--- config.mk ---
export PLATFORM = sky130hd
export DESIGN_NAME = link_seq_ctrl
export DESIGN_NICKNAME = d
export VERILOG_FILES = /design/src/rtl/lpsc_pkg.sv /design/src/rtl/lpsc_recog.sv /design/src/rtl/lpsc_timer.sv /design/src/rtl/lpsc_fsm.sv /design/src/rtl/link_seq_ctrl.sv
export SDC_FILE = /design/constraint.sdc
export NUM_CORES = 1
export LEC_CHECK = 0
export BUFFER_PORTS_ARGS = -buffer_cell sky130_fd_sc_hd__buf_2
export CAP_MARGIN = 20
export CELL_PAD_IN_SITES_DETAIL_PLACEMENT = 1
export CELL_PAD_IN_SITES_GLOBAL_PLACEMENT = 2
export CORE_AREA = 2 2 63 65
export DETAILED_ROUTE_END_ITERATION = 10
export DIE_AREA = 0 0 65 67
export GPL_TIMING_DRIVEN = 0
export PLACE_DENSITY_LB_ADDON = 0.1
export SLEW_MARGIN = 20
export SYNTH_ARGS = -nofsm -noshare
export SYNTH_HDL_FRONTEND = slang
export SYNTH_SLANG_ARGS = --single-unit
--- constraint.sdc ---
create_clock -name clk -period 4.7 [get_ports clk]
set_input_delay 0.47 -clock clk [delete_from_list [all_inputs] [get_ports clk]]
set_output_delay 0.47 -clock clk [all_outputs]
set_load 0.03 [all_outputs]
--- src/rtl/lpsc_pkg.sv ---
package lpsc_pkg;
  localparam int PS_W = 3;

  typedef enum logic [PS_W-1:0] {
    PS_OFFLINE = 3'd0,
    PS_NOS     = 3'd1,
    PS_LR      = 3'd2,
    PS_LRR     = 3'd3,
    PS_IDLE    = 3'd4
  } ps_code_e;

  typedef enum logic [2:0] {
    ST_OFF,
    ST_INIT_LR,
    ST_INIT_LRR,
    ST_ACTIVE,
    ST_FAIL
  } link_st_e;

  function automatic logic [PS_W-1:0] st_to_code(link_st_e s);
    case (s)
      ST_INIT_LR:  return PS_LR;
      ST_INIT_LRR: return PS_LRR;
      ST_ACTIVE:   return PS_IDLE;
      ST_FAIL:     return PS_NOS;
      default:     return PS_OFFLINE;
    endcase
  endfunction
endpackage

--- src/rtl/lpsc_recog.sv ---
module lpsc_recog #(
  parameter int RUN_LEN = 3,
  parameter int CODE_W  = 3,
  parameter int MAX_SEQ = 4
) (
  input  logic              clk,
  input  logic              rst,
  input  logic [CODE_W-1:0] rx_code,
  output logic              hit,
  output logic [CODE_W-1:0] hit_code
);
  localparam int RW = $clog2(RUN_LEN + 1);

  logic [CODE_W-1:0] last_q;
  logic [RW-1:0]     run_q;
  logic [RW-1:0]     run_n;

  always_comb begin
    if (rx_code != last_q)           run_n = RW'(1);
    else if (run_q == RW'(RUN_LEN))  run_n = run_q;
    else                             run_n = run_q + RW'(1);
  end

  always_ff @(posedge clk) begin
    if (rst) begin
      last_q   <= '1;
      run_q    <= '0;
      hit      <= 1'b0;
      hit_code <= '0;
    end else begin
      last_q   <= rx_code;
      run_q    <= run_n;
      hit      <= (run_n == RW'(RUN_LEN)) && (rx_code <= CODE_W'(MAX_SEQ));
      hit_code <= rx_code;
    end
  end
endmodule

--- src/rtl/lpsc_timer.sv ---
module lpsc_timer #(
  parameter int TMO_CYCLES = 1000
) (
  input  logic clk,
  input  logic rst,
  input  logic restart,
  input  logic enable,
  output logic expire
);
  localparam int TW = (TMO_CYCLES > 2) ? $clog2(TMO_CYCLES) : 1;

  logic [TW-1:0] cnt_q;

  assign expire = enable && (cnt_q == TW'(TMO_CYCLES - 1));

  always_ff @(posedge clk) begin
    if (rst || restart || !enable) cnt_q <= '0;
    else                           cnt_q <= cnt_q + TW'(1);
  end
endmodule

--- src/rtl/lpsc_fsm.sv ---
module lpsc_fsm
  import lpsc_pkg::*;
(
  input  logic            clk,
  input  logic            rst,
  input  logic            hit,
  input  logic [PS_W-1:0] hit_code,
  input  logic            expire,
  input  logic            loss_sync,
  input  logic            loss_sig,
  input  logic            link_tmo,
  input  logic            bb_ovf,
  input  logic            login_req,
  input  logic            logout_req,
  output logic            tmr_restart,
  output logic            tmr_enable,
  output logic [PS_W-1:0] tx_seq,
  output logic            link_up,
  output logic            logged_in,
  output logic            tx_enable
);
  link_st_e st_q, st_n;
  logic     loss, li_n;

  assign loss = loss_sync || loss_sig;

  always_comb begin
    st_n = st_q;
    case (st_q)
      ST_OFF: begin
        if (expire)                                   st_n = ST_FAIL;
        else if (hit && hit_code == PS_OFFLINE)       st_n = ST_INIT_LR;
      end
      ST_INIT_LR: begin
        if (loss || expire)                           st_n = ST_FAIL;
        else if (hit && (hit_code == PS_LR || hit_code == PS_LRR))
                                                      st_n = ST_INIT_LRR;
      end
      ST_INIT_LRR: begin
        if (loss || expire)                           st_n = ST_FAIL;
        else if (hit && (hit_code == PS_IDLE || hit_code == PS_LRR))
                                                      st_n = ST_ACTIVE;
      end
      ST_ACTIVE: begin
        if (loss)                                     st_n = ST_FAIL;
        else if (link_tmo || bb_ovf)                  st_n = ST_INIT_LR;
      end
      ST_FAIL: begin
        if (!loss && hit && hit_code == PS_OFFLINE)   st_n = ST_INIT_LR;
      end
      default:                                        st_n = ST_OFF;
    endcase
  end

  assign li_n = (st_q == ST_ACTIVE) && (st_n == ST_ACTIVE) &&
                !logout_req && (logged_in || login_req);

  assign tmr_enable  = (st_q != ST_ACTIVE);
  assign tmr_restart = (st_n != st_q) || expire;

  always_ff @(posedge clk) begin
    if (rst) begin
      st_q      <= ST_OFF;
      tx_seq    <= PS_OFFLINE;
      link_up   <= 1'b0;
      logged_in <= 1'b0;
      tx_enable <= 1'b0;
    end else begin
      st_q      <= st_n;
      tx_seq    <= st_to_code(st_n);
      link_up   <= (st_n == ST_ACTIVE);
      logged_in <= li_n;
      tx_enable <= (st_n == ST_ACTIVE) && li_n;
    end
  end
endmodule

--- src/rtl/link_seq_ctrl.sv ---
module link_seq_ctrl
  import lpsc_pkg::*;
#(
  parameter int RUN_LEN    = 3,
  parameter int TMO_CYCLES = 1000
) (
  input  logic       clk,
  input  logic       rst,
  input  logic [2:0] rx_seq,
  input  logic       loss_sync,
  input  logic       loss_sig,
  input  logic       link_tmo,
  input  logic       bb_ovf,
  input  logic       login_req,
  input  logic       logout_req,
  output logic [2:0] tx_seq,
  output logic       link_up,
  output logic       logged_in,
  output logic       tx_enable
);
  logic            hit, expire, tmr_restart, tmr_enable;
  logic [PS_W-1:0] hit_code;

  lpsc_recog #(.RUN_LEN(RUN_LEN), .CODE_W(PS_W), .MAX_SEQ(int'(PS_IDLE))) u_recog (
    .clk(clk), .rst(rst), .rx_code(rx_seq), .hit(hit), .hit_code(hit_code)
  );

  lpsc_timer #(.TMO_CYCLES(TMO_CYCLES)) u_timer (
    .clk(clk), .rst(rst), .restart(tmr_restart), .enable(tmr_enable), .expire(expire)
  );

  lpsc_fsm u_fsm (
    .clk(clk), .rst(rst), .hit(hit), .hit_code(hit_code), .expire(expire),
    .loss_sync(loss_sync), .loss_sig(loss_sig), .link_tmo(link_tmo), .bb_ovf(bb_ovf),
    .login_req(login_req), .logout_req(logout_req),
    .tmr_restart(tmr_restart), .tmr_enable(tmr_enable),
    .tx_seq(tx_seq), .link_up(link_up), .logged_in(logged_in), .tx_enable(tx_enable)
  );
endmodule

# Word level (Yosys, flattened, before mapping)
# Cells that the tools add are included.
# W data, S select, Z words.
# totals
regBits	28
output_inout_bits	6
# classes
eq_ne	17
add_sub_neg	2
n_lt_le_gt_ge	1
n_mux	13
n_reduce_logical	25
# op_table
cell	n
$mux W3	9
$eq A3 B2 Y1 const B	6
$pmux W3 S5	1
$pmux W3 S4	1
$logic_and A1 B1 Y1	11
$add A10 B1 Y10 const B	1
$eq A10 B10 Y1 const B	1
$eq A3 B3 Y1 const B	3
$logic_or A1 B1 Y1	9
$eq A3 B1 Y1 const B	2
$logic_not A3 Y1	2
$ne A3 B3 Y1	2
$eq A2 B2 Y1 const B	2
$mux W2	2
$le A3 B3 Y1 const B	1
$logic_not A1 Y1	3
$ne A3 B2 Y1 const B	1
$add A2 B1 Y2 const B	1

# Logic depth before layout (Yosys ltp)
# Gate-level depths: netlist of the first run.
# depth
ltp_word	11
mapped_depth	6
ltp_nobuf	6

# By module
# A second synthesis of the first run with hierarchy kept.
# unflattened
hier_cells	131
area_unflattened_um2	1256.2
# by_module_without_submodules
mod	instances	area_per_inst_um2	cells_each	seq_area_each_um2
lpsc_fsm	1	550.5	60	180.2
lpsc_timer	1	415.4	46	200.2
lpsc_recog	1	290.3	25	180.2

# Worst setup path before layout of the first run
# OpenSTA, ideal clock, no wires.
# synth_timing
path_type	register to register
start	register u_timer.cnt_q[0]
end	register u_timer.cnt_q[6]
setup_slack_ns	2.977
stages_incl_launch_ff	7
t_arrival_ns	1.595
period_less_slack_ns	1.723
n_path_buf	0
setup_time_ns	0.129
required_time_ns	4.571
path_cell_list	dfxtp_1 -> ha_1 -> and4b_1 -> and3_4 -> o211a_1 -> a31oi_4 -> nor3b_2
# synth_via
elab_chain_len	9
# synth_lines
element	line	source
start: declaration	lpsc_timer.sv:12	logic [TW-1:0] cnt_q;
start signal: assignment	lpsc_timer.sv:18	else cnt_q <= cnt_q + TW'(1);
$eq A10 B10 Y1	lpsc_timer.sv:14	assign expire = enable && (cnt_q == TW'(TMO_CYCLES - 1));
$logic_and A1 B1 Y1	lpsc_timer.sv:14	
$logic_or A1 B1 Y1	lpsc_fsm.sv:35, lpsc_fsm.sv:40	
$mux W3, on equally long branches	lpsc_fsm.sv:40, lpsc_fsm.sv:35	
$pmux W3 S5	lpsc_fsm.sv:29	case (st_q)
$ne A3 B3 Y1	lpsc_fsm.sv:59	assign tmr_restart = (st_n != st_q) || expire;
$logic_or A1 B1 Y1	lpsc_fsm.sv:59	
$logic_or A1 B1 Y1 (2 in a row)	lpsc_timer.sv:17	if (rst || restart || !enable) cnt_q <= '0;
# Parallel ways exist; a longest one is shown, timed or not.
# A chain may end at the register's enable or synchronous reset.

# Final worst setup path of the first run
# layout_timing
start	register u_timer.cnt_q[0]
end	register u_fsm.logged_in
# layout_via
elab_chain_len	9
# layout_lines
element	line	source
$eq A10 B10 Y1 (*)	lpsc_timer.sv:14	
$logic_and A1 B1 Y1 (*)	lpsc_timer.sv:14	
$logic_or A1 B1 Y1	lpsc_fsm.sv:35, lpsc_fsm.sv:40	
$mux W3, on equally long branches	lpsc_fsm.sv:40, lpsc_fsm.sv:35	
$pmux W3 S5 (*)	lpsc_fsm.sv:29	
$eq A3 B2 Y1 (*)	lpsc_fsm.sv:55	assign li_n = (st_q == ST_ACTIVE) && (st_n == ST_ACTIVE) &&
$logic_and A1 B1 Y1 (*) (2 in a row)	lpsc_fsm.sv:55	
$logic_and A1 B1 Y1 (*)	lpsc_fsm.sv:56	!logout_req && (logged_in || login_req);
end signal: assignment	lpsc_fsm.sv:72	logged_in <= li_n;
end: declaration	lpsc_fsm.sv:19	output logic logged_in,
# Every way passes the cells marked *; elsewhere a longest branch is shown, timed or not.

==> results of run 1 <==
where the power goes:
group	switching [mW]	internal [mW]	total, mW
Sequential	0.00443	0.243	0.247
Clock	0.0730	0.114	0.187
Combinational	0.0137	0.0113	0.0250
routing by layer:
layer / wire length, um / share of wire [%]
met5: 0 / 0
met1: 1200 / 45
met4: 17 / 0.64
met3: 53 / 2.0
met2: 1410 / 53
how the worst max path moves through the flow:
| stage | startpoint | end | slack (ns) | cells past startpoint |
|---|---|---|---|---|
| after floorplan | u_timer.cnt_q[0]$_SDFF_PP0_ | u_timer.cnt_q[6]$_SDFF_PP0_ | 2.98 | 6 |
| after global placement | u_timer.cnt_q[0]$_SDFF_PP0_ | u_timer.cnt_q[0]$_SDFF_PP0_ | 2.73 | 5 |
| after detailed placement | loss_sig | u_timer.cnt_q[1]$_SDFF_PP0_ | 2.73 | 5 |
| after CTS | u_timer.cnt_q[0]$_SDFF_PP0_ | u_timer.cnt_q[6]$_SDFF_PP0_ | 2.70 | 5 |
| after global routing | u_recog.hit_code[0]$_SDFF_PP0_ | u_timer.cnt_q[1]$_SDFF_PP0_ | 2.60 | 5 |
| final | u_timer.cnt_q[0]$_SDFF_PP0_ | u_fsm.logged_in$_SDFF_PP0_ | 2.75 | 6 |
synth_stat cells, drive strengths merged:
| cell type | instances | area, sq um |
|---|---|---|
| nand3b | 2 | 15.0 |
| nand4 | 2 | 12.5 |
| nor4 | 1 | 6.26 |
| o21ai | 3 | 15.0 |
| dfxtp | 28 | 561 |
| or3b | 1 | 8.76 |
| nor2b | 4 | 25.0 |
| o21ba | 1 | 10.0 |
| a31oi | 3 | 33.8 |
| or2 | 3 | 18.8 |
| and4b | 2 | 20.0 |
| a311oi | 1 | 8.76 |
| and3 | 3 | 23.8 |
| o221ai | 2 | 23.8 |
| inv | 7 | 26.3 |
| a211oi | 2 | 20.0 |
| ha | 1 | 12.5 |
| clkbuf | 1 | 3.75 |
| o211a | 1 | 10.0 |
| xnor2 | 5 | 43.8 |
| nor4b | 2 | 32.5 |
| o31ai | 1 | 12.5 |
| nand2 | 13 | 48.8 |
| a21oi | 2 | 10.0 |
| and4 | 3 | 26.3 |
| xor2 | 6 | 52.6 |
| nor3 | 7 | 40.0 |
| nand3 | 6 | 30.0 |
| and2 | 1 | 8.76 |
| nor3b | 4 | 40.0 |
| nand2b | 3 | 18.8 |
| nor2 | 19 | 71.3 |
| a2111oi | 1 | 27.5 |
kinds of logic after synthesis:
family          count (synthesis)  share of synthesized area (%)
compound gates                 17                           13.0
xor+xnor                       11                           7.31
fa+ha+maj                       1                          0.950
buf+inv                         8                           2.28
flops                          28                           42.5
simple gates                   76                           33.9
sequential cells by signal, summed over array words and instances, names as in the netlist:
name	cells
u_fsm.st_q	3
u_fsm.link_up	1
u_recog.hit	1
u_fsm.tx_enable	1
u_recog.last_q	3
u_fsm.tx_seq	3
u_fsm.logged_in	1
u_recog.run_q	2
u_recog.hit_code	3
u_timer.cnt_q	10
worst max-delay path: cells and delay by family (launching register included):
kind / cells / cell delay, ns
DFF: 1 / 0.39
adders and majority gates: 1 / 0.25
and+or+nand+nor: 3 / 0.62
AOI/OAI and AO/OA: 2 / 0.59
final cells by class:
| class | instances | area, sq um | area share [%] |
|---|---|---|---|
| buffer | 1 | 3.75 | 0.245 |
| sequential | 28 | 561 | 36.7 |
| multi-input combinational | 105 | 727 | 47.5 |
| clock buffer | 3 | 41.3 | 2.70 |
| timing repair buffer | 16 | 80.1 | 5.24 |
| inverter | 7 | 26.3 | 1.72 |
| clock inverter | 1 | 30.0 | 1.96 |
| tap | 48 | 60.1 | 3.93 |
==> results.md, run 1 <==
* Synthesized area per cell at roughly 9.3 sq um
* Tot Pwr at about 0.46 mW
* H-tree Lvls at 1
* Row count at 22
* Skew-Pair Late Insertion Delay at between 0.2 and 0.3 ns
* Post-Syn Instances at approximately 140
* Router iterations before antenna repair at 4
* Slew @ Worst Pin at between 0.5 and 0.6 ns
* RR Endpoint: u_fsm.logged_in$_SDFF_PP0_
* Port bufs at 16
* CP Class: reg -> reg
* Pwr Density at 300 nW/um^2
* Clk buf depth at 2
* Post-layout minimum cycle time at roughly 2.0 ns
* 1st-iter DRT viols at 23
* Placed inst area at between 1000 and 1500 sq um
* Sequential-to-total area share from yosys stat at between 40 and 50%
* Most used routing layer: met2
* Worst reg2reg path startpoint: u_timer.cnt_q[0]$_SDFF_PP0_
* Syn nets at roughly 150
* CTS tree: yes
* Detailed Place HPWL at ~2100 um
* Run status: complete, no violations
* Worst-path cell chain: ha_1 > and4b_1 > a31oi_1 > o31ai_2 > nor2_1 > and4_1
* Die W at between 60 and 70 um
* Global Route met3 Usage at 2.53%
* Post-synth cell types at 41
* Clock tree root driver cell: clkbuf_8
* Hold Path Cell Cnt at 2
* Clock Skews at about 0.0016 ns
* Tot GR Track Use at between 10% and 20%
* Clock sinks at 28
* Number of instances in the placed design at between 200 and 250
* Syn. warnings at 0
* WP data required at between 4 and 5 ns
* PostCTS Resize Cnt at 0
* Most common cell after layout, fill and taps aside: dfxtp_1
* Critical Path Source Type: flip-flop
* Post-route setup TNS at 0 ns
* Initial antenna violation count at 0
* Final core utilization at roughly 42%
* Final ANT Viol Nets at 0
* Tcrit/Tclk final at around two fifths
* Slowest CP cell: o31ai_2
* Crit. End Element: flip-flop
* Met2 usage at roughly 25%
* Achievable frequency at between 0.5 and 0.6 GHz
* Routability Congestion at 0.692
* Hold_buf cts at 0
* Vias at ~1000
* Initial Util at a little over a third
* Fillcell total at between 400 and 500
* Synth Register Bits at 28
* Worst-path fanout max at 6
* Area delta synth->final at 16.0%
* Largest net degree at the start of global routing at 17
* Most frequent cells in the layout: dfxtp_1 (28), nor2_1 (19), buf_2 (16)
* Final #Nets at between 150 and 200
* Peak supply drop at 141 uV
* Worst Reg-to-Reg Cells at 6
* Worst Hold Class: in -> reg
* Pre-CTS setup slack at 2.73 ns
* Hold slack at around 0.43 ns
* Final Cell Area at 1530 sq um
* Vias in the first global route at between 1000 and 1500
* Layout cells sized above 1 at between 20% and 30%
* Grt total ovfl at 0
* Hold-critical path endpoint: u_recog.last_q[2]$_SDFF_PP1_
* Height of the die at 67 um
* Hold Vio Cnt, Final at 0
* RSZ-0062 raised after global routing: no
* Clk slew on worst S/H paths at about 0.090 ns
* Slew margin rel. at 59.9%
* Mapped cell area at between 1000 and 1500 sq um
* Die area at between 4000 and 5000 sq um
* R2R Setup Slk at 2.75 ns
* Total CTS buffers at 3
* Final wirelength at roughly 2700 um
* Post-CTS setup buffers at 0
* First-pass GRT wire length at between 4000 and 5000 um
* Wirelength per Cell at about 13 um
* Antenna cells at 0
* Worst hold start: rx_seq[2]
* Core box area at approximately 3600 sq um
* CP peak stage delay at 0.48 ns
* DRC at 0
* Final setup fails at 0
* Boundary Pins at 17
* Max-Cap Viols at 0
* Grt met1 use at between 10% and 20%
* Worst Slack Setup Final at roughly 2.7 ns
* Max-slew violation count at 0
* Vias per inst at about 5.0
* Leakage power at 0.575 nW
* Non-Filler Instances at between 200 and 250
* WP data arrival at between 2 and 2.5 ns
No activity file was read; power rests on OpenSTA's default activity.
==> run 2: changes to the inputs <==
--- a/config.mk
+++ b/config.mk
@@ -9,9 +9,9 @@
 export CAP_MARGIN = 20
 export CELL_PAD_IN_SITES_DETAIL_PLACEMENT = 1
 export CELL_PAD_IN_SITES_GLOBAL_PLACEMENT = 2
-export CORE_AREA = 2 2 63 65
+export CORE_AREA = 2 2 66 68
 export DETAILED_ROUTE_END_ITERATION = 10
-export DIE_AREA = 0 0 65 67
+export DIE_AREA = 0 0 68 70
 export GPL_TIMING_DRIVEN = 0
 export PLACE_DENSITY_LB_ADDON = 0.1
 export SLEW_MARGIN = 20
==> constraint.sdc (replaced) <==
create_clock -name clk -period 1.8 [get_ports clk]
set_input_delay 0.18 -clock clk [delete_from_list [all_inputs] [get_ports clk]]
set_output_delay 0.18 -clock clk [all_outputs]
set_load 0.03 [all_outputs]
==> results.md, run 2 (synthesis results as in run 1) <==
* Antenna cells at 0 (unchanged)
* Worst-path cell chain: ha_4 > and4b_2 > and3_4 > o211a_4 > a31oi_4 > buf_12 > nor2_1
* Largest net degree at the start of global routing at 17 (unchanged)
* Hold_buf cts at 0 (unchanged)
* Layout cells sized above 1 at 33.9% (+12 points)
* Most frequent cells in the layout: dfxtp_1 (23), nor2_1 (18), buf_2 (16)
* Vias at 1085 (+3.4%)
* Max-Cap Viols at 0 (unchanged)
* R2R Setup Slk at 0.05 ns (-2.70 ns)
* Tot Pwr at 1.22 mW (+170%)
* Clk buf depth at 2 (unchanged)
* Clk slew on worst S/H paths at 0.10 ns (about the same)
* CTS tree: yes
* Initial Util at 31.8% (-4.7 points)
* Worst reg2reg path startpoint: u_timer.cnt_q[0]$_SDFF_PP0_
* Max reg flops at 10 (unchanged)
* Initial antenna violation count at 0 (unchanged)
* Port bufs at 16 (unchanged)
* Total CTS buffers at 3 (unchanged)
* Final wirelength at 3000 um (+12%)
* Slowest CP cell: dfxtp_4
* Final ANT Viol Nets at 0 (unchanged)
* Die area at 4760 sq um (+9.3%)
* Skew-Pair Late Insertion Delay at 0.27 ns (about the same)
* Clock Skews at 0.00262 ns (+0.00103 ns)
* Core box area at 4140 sq um (+15%)
* Final #Nets at 178 (+2.3%)
* Leakage power at 0.605 nW (+5.1%)
* Crit. End Element: flip-flop
* Worst Reg-to-Reg Cells at 7 (+1)
* Worst-path fanout max at 10 (+4)
* Boundary Pins at 17 (unchanged)
* Clock tree root driver cell: clkbuf_8
* Final setup fails at 0 (unchanged)
* Hold Vio Cnt, Final at 0 (unchanged)
* Critical Path Source Type: flip-flop
* Tot GR Track Use at 13.9% (+0.75 points)
* Router iterations before antenna repair at 4 (unchanged)
* Post-layout minimum cycle time at 1.75 ns (-0.199 ns)
* DRC at 0 (unchanged)
* Worst hold start: rx_seq[2]
* Slew margin rel. at 69.5% (+9.6 points)
* RSZ-0062 raised after global routing: yes
* Achievable frequency at 0.571 GHz (+11%)
* Pwr Density at 729 nW/um^2 (+140%)
* WP data required at 1.98 ns (-2.89 ns)
* H-tree Lvls at 1 (unchanged)
* WP data arrival at 1.93 ns (-0.19 ns)
* Hold-critical path endpoint: u_recog.last_q[2]$_SDFF_PP1_
* Die W at 68 um (+4.6%)
* Row count at 24 (+9.1%)
* Peak supply drop at 296 uV (+110%)
* Routability Congestion at 0.725 (+4.7%)
* Hold Path Cell Cnt at 2 (unchanged)
* Biggest register: u_timer.cnt_q
* Worst Hold Class: in -> reg
* Detailed Place HPWL at 2200 um (+5.0%)
* Hold slack at 0.146 ns (-0.288 ns)
* Most common cell after layout, fill and taps aside: dfxtp_1
* CP peak stage delay at 0.37 ns (-0.11 ns)
* Slew @ Worst Pin at 0.455 ns (-0.138 ns)
* Wirelength per Cell at 13.8 um (+7.9%)
* Clock sinks at 28 (unchanged)
* Number of instances in the placed design at 209 (+2.0%)
* Run status: complete, no violations
* Grt total ovfl at 0 (unchanged)
* First-pass GRT wire length at 5190 um (+17%)
* Tcrit/Tclk final at 97.4% (+56 points)
* Non-Filler Instances at 217 (+3.8%)
* Height of the die at 70 um (+4.5%)
* 1st-iter DRT viols at 27 (+17%)
* Area delta synth->final at 27.2%
* Vias in the first global route at 1160 (+14%)
* CP Class: reg -> reg
* Max-slew violation count at 0 (unchanged)
* Vias per inst at 5.00 (-0.38%)
* RR Endpoint: u_timer.cnt_q[1]$_SDFF_PP0_
run 2: metrics by stage:
stage | instance area (sq um) | worst slack (ns) | setup TNS, ns | utilization (%)
2_1_floorplan | 1320 | 0.0766 | 0 | -
3_3_place_gp | 1460 | -0.184 | -1.80 | 35.3
3_5_place_dp | 1460 | -0.218 | -2.23 | 35.3
4_1_cts | 1610 | 0.0149 | 0 | 38.9
5_1_grt | 1680 | -0.0149 | -0.0381 | 40.4
6_report | 1680 | 0.0476 | 0 | 40.4
run 2: cell type report:
cell class / instances / area, sq um
fillers: 475 / 2470
multi-input cells: 105 / 815
repair buffers: 20 / 123
clock buffers: 3 / 41.3
well taps: 52 / 65.1
clock inverters: 1 / 30.0
flip-flops and latches: 28 / 572
plain buffers: 1 / 3.75
inverters: 7 / 26.3
run 2: worst max-delay path, delay by kind of cell (launching register included):
kind                     cells  cell delay (ns)
adder cells (fa/ha/maj)      1             0.17
flip-flops                   1             0.37
buffers and inverters        1             0.15
AND/OR/NAND/NOR              3             0.51
AO/OA/AOI/OAI                2             0.46
run 2: worst max-delay path by stage:
stage | startpoint | end | cells after the start
after floorplan | u_timer.cnt_q[0]$_SDFF_PP0_ | u_timer.cnt_q[6]$_SDFF_PP0_ | 6
after detailed placement | u_timer.cnt_q[0]$_SDFF_PP0_ | u_timer.cnt_q[0]$_SDFF_PP0_ | 5
final | u_timer.cnt_q[0]$_SDFF_PP0_ | u_timer.cnt_q[1]$_SDFF_PP0_ | 7
after CTS | u_timer.cnt_q[1]$_SDFF_PP0_ | u_timer.cnt_q[6]$_SDFF_PP0_ | 7
after global routing | u_timer.cnt_q[0]$_SDFF_PP0_ | u_timer.cnt_q[0]$_SDFF_PP0_ | 7
after global placement | u_timer.cnt_q[0]$_SDFF_PP0_ | u_timer.cnt_q[0]$_SDFF_PP0_ | 5
run 2: routing by layer:
metal,vias to the layer above,part of all wire [%],wire length (um),track usage [%]
met3,2,1.9,56,1.93
met2,7,53,1580,25.0
met4,0,0.63,19,4.00
met5,-,0,0,0
met1,536,45,1340,16.7
li1,540,-,-,-
run 2: repair_timing:
item / 4_1_cts / 5_1_grt
buffers inserted: 2 / 2
pin swaps: 5 / 7
setup endpoints to repair: 17 / 15
resized for setup: 8 / 14
run 2: power by group:
group          total (mW)  switching [mW]  internal, mW  leakage (nW)
Combinational      0.0767          0.0396        0.0371         0.339
Clock               0.495           0.197         0.298        0.0357
Sequential          0.650          0.0145         0.635         0.230
==> run 3: changes to the inputs <==
--- a/config.mk
+++ b/config.mk
@@ -14,6 +14,7 @@
 export DIE_AREA = 0 0 68 70
 export GPL_TIMING_DRIVEN = 0
 export PLACE_DENSITY_LB_ADDON = 0.1
+export RECOVER_POWER = 100
 export SLEW_MARGIN = 20
 export SYNTH_ARGS = -nofsm -noshare
 export SYNTH_HDL_FRONTEND = slang
==> results.md, run 3 (synthesis results as in run 1) <==
* Met2 routed WL at 1570 um (-0.25%)
* Final core utilization at 40.2% (-0.21 points)
* Met3 routed WL at 58 um (+3.6%)
* Critical Path Source Type: flip-flop
* Worst-path cell chain: ha_4 > and4b_2 > and3_4 > o211a_4 > a31oi_4 > buf_12 > nor2_1
* Multi-input logic area at 815 sq um (unchanged)
* Routability Congestion at 0.725 (unchanged)
* Vias at 1085 (unchanged)
* Boundary Pins at 17 (unchanged)
* Die area at 4760 sq um (unchanged)
* Tot GR Track Use at 13.9% (unchanged)
* Row count at 24 (unchanged)
* Grt total ovfl at 0 (unchanged)
* Slew margin rel. at 69.5% (unchanged)
* WP data arrival at 1.93 ns (about the same)
* Height of the die at 70 um (unchanged)
* Clock tree root driver cell: clkbuf_8
* CP peak stage delay at 0.37 ns (about the same)
* Top Metal Used: met4
* Final ANT Viol Nets at 0 (unchanged)
* Post-route setup TNS at 0 ns (unchanged)
* Tot Pwr at 1.22 mW (about the same)
* RSZ-0062 raised after global routing: yes
* Number of instances in the placed design at 209 (unchanged)
* Fillcell total at 473 (-0.42%)
* Post-layout minimum cycle time at 1.75 ns (+0.0000187 ns)
* CTS tree: yes
* Worst-path fanout max at 10 (unchanged)
* Router iterations before antenna repair at 4 (unchanged)
* R2R Setup Slk at 0.05 ns (about the same)
* Achievable frequency at 0.571 GHz (about the same)
* Clk slew on worst S/H paths at 0.10 ns (about the same)
* Worst Hold Class: in -> reg
* Biggest register: u_timer.cnt_q
* Wirelength per Cell at 13.8 um (about the same)
* H-tree Lvls at 1 (unchanged)
* Most common cell after layout, fill and taps aside: dfxtp_1
* Leakage power at 0.576 nW (-4.8%)
* Wire length on met1 at 1350 um (+0.30%)
* Clock Skews at 0.00275 ns (+0.000130 ns)
* Antenna cells at 0 (unchanged)
* Final #Nets at 178 (unchanged)
* Hold_buf cts at 0 (unchanged)
* Vias in the first global route at 1160 (unchanged)
* Pwr Density at 733 nW/um^2 (+0.51%)
* Initial Util at 31.8% (unchanged)
* Placed inst area at 1460 sq um (unchanged)
* Final Cell Area at 1670 sq um (-0.52%)
* Initial antenna violation count at 0 (unchanged)
* Total CTS buffers at 3 (unchanged)
* Die W at 68 um (unchanged)
* 1st-iter DRT viols at 27 (unchanged)
* Area delta synth->final at 26.5%
* Skew-Pair Late Insertion Delay at 0.27 ns (about the same)
* Core box area at 4140 sq um (unchanged)
* Run status: complete, no violations
* Max reg flops at 10 (unchanged)
* DRC at 0 (unchanged)
* Crit. End Element: flip-flop
* Slowest CP cell: dfxtp_4
* WP data required at 1.98 ns (about the same)
* Non-Filler Instances at 217 (unchanged)
* Layout cells sized above 1 at 29.7% (-4.2 points)
* Vias per inst at 5.00 (unchanged)
* First-pass GRT wire length at 5190 um (unchanged)
* Register area at 572 sq um (unchanged)
* Max-slew violation count at 0 (unchanged)
* Largest net degree at the start of global routing at 17 (unchanged)
* Max-Cap Viols at 0 (unchanged)
* Tcrit/Tclk final at 97.4% (about the same)
* Slew @ Worst Pin at 0.455 ns (unchanged)
* Hold Vio Cnt, Final at 0 (unchanged)
* Detailed Place HPWL at 2200 um (unchanged)
* Final wirelength at 3000 um (about the same)
* Final setup fails at 0 (unchanged)
* Port bufs at 16 (unchanged)
* Peak supply drop at 296 uV (about the same)
* CP Class: reg -> reg
* Clock sinks at 28 (unchanged)
* Clk buf depth at 2 (unchanged)
* Most frequent cells in the layout: dfxtp_1 (23), nor2_1 (18), nand2_1 (13)
run 3: changes by cell type in the layout (fill, tap and decap cells not counted):
cell / delta
clkbuf_1: +7
buf_2: -7
run 3: layer usage:
layer,track usage (%),up-vias
met5,0,-
met4,4.00,0
met3,1.93,2
met2,25.0,7
met1,16.7,536
li1,-,540
run 3: area by class of cell:
type                    count  share of cell area [%]
repair buffers             20                    6.83
well taps                  52                    3.90
clock inverters             1                    1.80
clock buffers               3                    2.48
plain buffers               1                   0.225
multi-input cells         105                    48.9
flip-flops and latches     28                    34.3
inverters                   7                    1.58
run 3: worst paths after layout:
kind,from,to,cells after the start
setup / recovery,u_timer.cnt_q[0]$_SDFF_PP0_,u_timer.cnt_q[1]$_SDFF_PP0_,7
hold / removal,rx_seq[2],u_recog.last_q[2]$_SDFF_PP1_,2
setup reg to reg,u_timer.cnt_q[0]$_SDFF_PP0_,u_timer.cnt_q[1]$_SDFF_PP0_,7
hold reg to reg,u_recog.run_q[0]$_SDFF_PP0_,u_recog.run_q[0]$_SDFF_PP0_,1
run 3: through the flow:
step | setup WS (ns) | hold WS [ns]
finish | 0.0475 | 0.146
global route | -0.0149 | 0.138
CTS | 0.0149 | 0.136
detailed placement | -0.218 | 0.428
global placement | -0.184 | 0.419
floorplan | 0.0766 | 0.268
run 3: worst max-delay path: cells and delay by family, from the launching register on:
| family | cells | cell delay (ns) |
|---|---|---|
| simple gates | 3 | 0.51 |
| compound gates | 2 | 0.46 |
| flops | 1 | 0.37 |
| fa+ha+maj | 1 | 0.17 |
| buf+inv | 1 | 0.15 |
run 3: report_power, final:
part	switching (mW)	internal [mW]	leakage, nW
Clock	0.197	0.298	0.0357
Combinational	0.0396	0.0367	0.310
Sequential	0.0145	0.635	0.230
Total	0.252	0.970	0.576
run 3: timing repair:
| action | in CTS | in global routing |
|---|---|---|
| endpoints found under the hold margin | 0 | 0 |
| pin swaps | 5 | 7 |
| setup endpoints to repair | 17 | 15 |
| resized for setup | 8 | 14 |
| buffers inserted | 2 | 2 |
